`config.mk`:
```
export PLATFORM = sky130hd
export DESIGN_NAME = conv_enc_r2
export DESIGN_NICKNAME = d
export VERILOG_FILES = /design/src/rtl/conv_enc_pkg.sv /design/src/rtl/conv_enc_ctrl.sv /design/src/rtl/conv_enc_shreg.sv /design/src/rtl/conv_enc_parity.sv /design/src/rtl/conv_enc_outreg.sv /design/src/rtl/conv_enc_r2.sv
export SDC_FILE = /design/constraint.sdc
export NUM_CORES = 1
export LEC_CHECK = 0
export ABC_AREA = 1
export BUFFER_PORTS_ARGS = -buffer_cell sky130_fd_sc_hd__buf_2
export CAP_MARGIN = 40
export CORE_ASPECT_RATIO = 1.2
export CORE_UTILIZATION = 25
export CTS_CLUSTER_DIAMETER = 100
export DETAILED_ROUTE_END_ITERATION = 8
export GPL_ROUTABILITY_DRIVEN = 1
export PLACE_DENSITY = 0.47
export SLEW_MARGIN = 20
export SYNTH_ARGS = -nofsm -noshare
export SYNTH_HDL_FRONTEND = slang
export SYNTH_SLANG_ARGS = --single-unit
```
`constraint.sdc`:
```
create_clock -name clk -period 1.4 [get_ports clk]
set_input_delay 0.28 -clock clk [delete_from_list [all_inputs] [get_ports clk]]
set_output_delay 0.28 -clock clk [all_outputs]
set_load 0.01 [all_outputs]
```
`src/rtl/conv_enc_pkg.sv`:
```
package conv_enc_pkg;

  // Default code: constraint length 3, path 0 taps 111, path 1 taps 101
  localparam int unsigned CE_K_DEF    = 3;
  localparam int unsigned CE_NOUT_DEF = 2;
  localparam logic [CE_K_DEF*CE_NOUT_DEF-1:0] CE_GENS_DEF = 6'b101_111;

  // Source of the bit being coded in a cycle
  typedef enum logic [1:0] {
    SRC_IDLE = 2'd0,
    SRC_DATA = 2'd1,
    SRC_TAIL = 2'd2
  } ce_src_e;

endpackage

```
`src/rtl/conv_enc_ctrl.sv`:
```
module conv_enc_ctrl #(
  parameter int unsigned MEM = 2
) (
  input  logic clk,
  input  logic rst,
  input  logic in_valid,
  input  logic in_sof,
  input  logic in_eof,
  input  logic slot_free,
  output logic in_ready,
  output logic accept,
  output logic tail_go,
  output logic tail_last,
  output logic clear_state
);

  localparam int unsigned TW = $clog2(MEM + 1);

  logic [TW-1:0] tail_cnt;
  logic          tail_pend;

  assign tail_pend   = (tail_cnt != '0);
  assign in_ready    = slot_free && !tail_pend;
  assign accept      = in_valid && in_ready;
  assign tail_go     = slot_free && tail_pend;
  assign tail_last   = tail_go && (tail_cnt == TW'(1));
  assign clear_state = accept && in_sof;

  always_ff @(posedge clk) begin
    if (rst) begin
      tail_cnt <= '0;
    end else if (accept && in_eof) begin
      tail_cnt <= TW'(MEM);
    end else if (tail_go) begin
      tail_cnt <= tail_cnt - TW'(1);
    end
  end

endmodule

```
`src/rtl/conv_enc_shreg.sv`:
```
module conv_enc_shreg #(
  parameter int unsigned K = 3
) (
  input  logic         clk,
  input  logic         rst,
  input  logic         advance,
  input  logic         clear,
  input  logic         bit_in,
  output logic [K-1:0] taps
);

  localparam int unsigned MEM = K - 1;

  // hist[0] is the newest stored bit (D), hist[MEM-1] the oldest
  logic [MEM-1:0] hist;
  logic [MEM-1:0] hist_eff;

  assign hist_eff = clear ? '0 : hist;
  assign taps     = {hist_eff, bit_in};

  always_ff @(posedge clk) begin
    if (rst) begin
      hist <= '0;
    end else if (advance) begin
      hist <= taps[MEM-1:0];
    end
  end

endmodule

```
`src/rtl/conv_enc_parity.sv`:
```
module conv_enc_parity #(
  parameter int unsigned              K    = 3,
  parameter int unsigned              NOUT = 2,
  parameter logic [K*NOUT-1:0]        GENS = 6'b101_111
) (
  input  logic [K-1:0]    taps,
  output logic [NOUT-1:0] coded
);

  // Path p lands on bit NOUT-1-p, so path 0 is the first bit sent
  for (genvar p = 0; p < NOUT; p++) begin : g_path
    assign coded[NOUT-1-p] = ^(taps & GENS[p*K +: K]);
  end

endmodule

```
`src/rtl/conv_enc_outreg.sv`:
```
module conv_enc_outreg #(
  parameter int unsigned W = 3
) (
  input  logic         clk,
  input  logic         rst,
  input  logic         load,
  input  logic [W-1:0] d,
  input  logic         out_ready,
  output logic         out_valid,
  output logic [W-1:0] q,
  output logic         slot_free
);

  assign slot_free = !out_valid || out_ready;

  always_ff @(posedge clk) begin
    if (rst) begin
      out_valid <= 1'b0;
      q         <= '0;
    end else if (load) begin
      out_valid <= 1'b1;
      q         <= d;
    end else if (out_ready) begin
      out_valid <= 1'b0;
    end
  end

endmodule

```
`src/rtl/conv_enc_r2.sv`:
```
module conv_enc_r2
  import conv_enc_pkg::*;
#(
  parameter int unsigned             K    = CE_K_DEF,
  parameter int unsigned             NOUT = CE_NOUT_DEF,
  parameter logic [K*NOUT-1:0]       GENS = CE_GENS_DEF
) (
  input  logic            clk,
  input  logic            rst,
  input  logic            in_valid,
  output logic            in_ready,
  input  logic            in_bit,
  input  logic            in_sof,
  input  logic            in_eof,
  output logic            out_valid,
  input  logic            out_ready,
  output logic [NOUT-1:0] out_pair,
  output logic            out_eof
);

  localparam int unsigned MEM = K - 1;
  localparam int unsigned OW  = NOUT + 1;

  logic            slot_free;
  logic            accept;
  logic            tail_go;
  logic            tail_last;
  logic            clear_state;
  logic            enc_bit;
  logic            advance;
  ce_src_e         src;
  logic [K-1:0]    taps;
  logic [NOUT-1:0] coded;
  logic [OW-1:0]   oq;

  conv_enc_ctrl #(.MEM(MEM)) u_ctrl (
    .clk        (clk),
    .rst        (rst),
    .in_valid   (in_valid),
    .in_sof     (in_sof),
    .in_eof     (in_eof),
    .slot_free  (slot_free),
    .in_ready   (in_ready),
    .accept     (accept),
    .tail_go    (tail_go),
    .tail_last  (tail_last),
    .clear_state(clear_state)
  );

  always_comb begin
    if (tail_go)     src = SRC_TAIL;
    else if (accept) src = SRC_DATA;
    else             src = SRC_IDLE;
  end

  assign enc_bit = (src == SRC_DATA) ? in_bit : 1'b0;
  assign advance = (src != SRC_IDLE);

  conv_enc_shreg #(.K(K)) u_shreg (
    .clk    (clk),
    .rst    (rst),
    .advance(advance),
    .clear  (clear_state),
    .bit_in (enc_bit),
    .taps   (taps)
  );

  conv_enc_parity #(.K(K), .NOUT(NOUT), .GENS(GENS)) u_parity (
    .taps (taps),
    .coded(coded)
  );

  conv_enc_outreg #(.W(OW)) u_outreg (
    .clk      (clk),
    .rst      (rst),
    .load     (advance),
    .d        ({tail_last, coded}),
    .out_ready(out_ready),
    .out_valid(out_valid),
    .q        (oq),
    .slot_free(slot_free)
  );

  assign out_pair = oq[NOUT-1:0];
  assign out_eof  = oq[NOUT] && out_valid;

endmodule

```
==> qor.yml <==
clock_tree:
  clock_path_buffers: 2
  root_buffer: "clkbuf_4"
  postCtsHoldBufs: 0
  h-tree-depth: 1
  cts_tree: "done"
  clock-sinks: 8
  clkLatencyLatePin_ns: 0.26
  clk_pin_slew_worst_paths_ns: 0.06
  cts-buffers-inserted: 3
timing:
  worst_slew_pin_slew_ns: 0.203
  clock_skew_ns: 0.00667
  period_minus_slack_ns: 1.34
  slew_viol_final: 0
  fin_ws_ns: 0.0552
  slew_headroom_pct: 86.4
  fin_tns_setup_ns: 0
  setup_violations: 0
  fin_crit_sh_pct: 96.1
  fmax_mhz: 744
  finalHoldViolations: 0
  rsz0062_at_grt: "true"
layout:
  layout_commonest_cell: "nand2_1"
  finalNetCount: 92
  fillerInstances: 186
  antenna_cells: 0
  final_area_um2: 612
  final_layout_size_suffix_gt1_share_pct: 45.7
  final_cell_mix: "15 x nand2_1, 11 x buf_2, 8 x inv_1"
  stdcell_count: 99
  seq_area_um2: 163
  area_growth_pct: 34.3
  multi_input_area_um2: 249
global_routing:
  grt_pass1_wl_um: 1480
  globalRouteOverflowTotal: 0
  grt_use_met3_pct: 2.75
  grt_pass1_vias: 362
  busiest_layer: "met1"
  grt_antenna_before_repair: 0
  track_usage_pct: 11.2
  grtUsageMet2_pct: 14.3
  grt_start_max_net_pins: 7
  grtUsageMet1_pct: 14.6
synthesis:
  ys_types: 17
  syn_area_um2: 455
  syn_nets: 72
  syn_avg_cell_area_um2: 7.23
  synth_warnings: 0
  ys_seq_area_share_pct: 35.2
  synth_cells: 63
  ys_ff_latch: 8
floorplan:
  die_y_um: 48.8
  core_area_um2: 1660
  pin_count: 12
  fp.dieW_um: 41.0
  num_rows: 16
  start_util_pct: 27.4
  dieArea_um2: 2000
place:
  io_buffers: 11
  place_inst: 90
  dp_slack_ns: 0.0337
  post-dp-hpwl_um: 681
  routabilityCongestion: 0.700
  place_area_um2: 518
setup_path:
  cp_max_fo: 3
  r2r_end: "u_outreg.q[0]"
  required_ns: 1.12
  critPathKind: "flop to primary output"
  reg2reg_setup_slack_ns: 0.08
  endpoint_kind: "primary output"
  cp-startpoint: "u_ctrl.tail_cnt[0]"
  ff2ff_path_depth: 11
  cp_num_buf_inv: 3
  crit_path_max_incr_delay_ns: 0.36
  r2r-start: "u_ctrl.tail_cnt[1]"
  crit_path_top_delay_cell: "dfxtp_2"
  crit_chain: "inv_2, ha_4, nand2_2, inv_1, buf_2"
  worstPathArrival_ns: 1.06
  critical_path.top_delay_family: "flip-flops"
  crit_path_start_kind: "flop"
drt:
  totalWireLength_um: 945
  routedWlPerCell_um: 9.55
  drtPass1Iterations: 4
  vias: 425
  drt-initial-drc-count: 7
  route.detailed.drc: 0
  via_per_inst: 4.29
  ant_nets: 0
pwr:
  p_leak_nw: 0.324
  cellPowerDensity_nw_per_um2: 1790
  peakVddDrop_v: 0.000567
  p_total_mw: 1.10
run:
  maxCapViolations: 0
worst_hold_path:
  min_delay_path_depth: 2
  min_path_type: "input port to flop"
  min_from: "rst"
  min_to: "u_ctrl.tail_cnt[1]"
status:
  status: "finished clean"
==> cell usage after synthesis <==
master	number	share of area, %
nand2_4	1	2.5
ha_1	2	5.5
nor2_1	4	3.3
o21ai_0	1	1.1
inv_1	10	8.2
nand4_1	2	2.7
inv_2	3	2.5
nor2_4	1	2.5
xor2_1	1	1.9
nand2_2	4	5.5
nand3_1	2	2.2
nand3_2	1	2.2
dfxtp_1	8	35
buf_4	2	3.3
o21ai_4	1	3.6
a21oi_1	5	5.5
nand2_1	15	12
==> final cells by class <==
| class | instances | area share (%) |
|---|---|---|
| tap | 18 | 3.68 |
| timing repair buffer | 17 | 17.0 |
| multi-input combinational | 40 | 40.7 |
| inverter | 13 | 8.38 |
| sequential | 8 | 26.6 |
| clock buffer | 3 | 3.68 |
==> layer usage <==
layer | up-vias | wire [µm]
li1 | 229 | -
met1 | 181 | 435
met2 | 13 | 436
met3 | 2 | 54
met4 | 0 | 19
met5 | - | 0
==> metrics by stage <==
step / hold WS, ns / util (%)
after detailed placement: 0.458 / 31.2
after floorplan: 0.349 / -
after global routing: 0.267 / 36.8
after global placement: 0.459 / 31.2
after CTS: 0.254 / 33.2
final: 0.252 / 36.8
==> kinds of logic (layout without fill, tap and decap cells) <==
family / Yosys count / count (layout) / synth area share [%]
AO/OA/AOI/OAI: 7 / 7 / 10.2
XOR/XNOR: 1 / 1 / 1.92
buffers and inverters: 15 / 33 / 14.0
flip-flops: 8 / 8 / 35.2
AND/OR/NAND/NOR: 30 / 30 / 33.2
adder cells (fa/ha/maj): 2 / 2 / 5.49
==> state kept, by name, indices dropped and copies added (netlist names) <==
signal and cells:
u_shreg.hist 2, u_outreg.out_valid 1, u_ctrl.tail_cnt 2, u_outreg.q 3
==> report_power, final <==
group	switching [mW]	internal (mW)	leakage [nW]
sequential	0.0387	0.283	0.0663
clock	0.0853	0.0986	0.0138
combinational	0.303	0.289	0.244
total	0.427	0.671	0.324
==> repair_timing <==
item	CTS	global route
resized for setup	2	7
endpoints found under the setup margin	1	3
setup buffers	1	5
pin swaps	1	2
==> worst max-delay path by stage <==
stage               endpoint  slack, ns  cells after the start
2_1_floorplan  u_outreg.q[1]       0.15                     11
3_3_place_gp   u_outreg.q[1]       0.04                     11
3_5_place_dp   u_outreg.q[0]       0.03                     11
4_1_cts             in_ready       0.04                      5
5_1_grt        u_outreg.q[0]      -0.04                     11
6_report            in_ready       0.06                      5
Note: power is estimated with default switching activity, not from simulation.
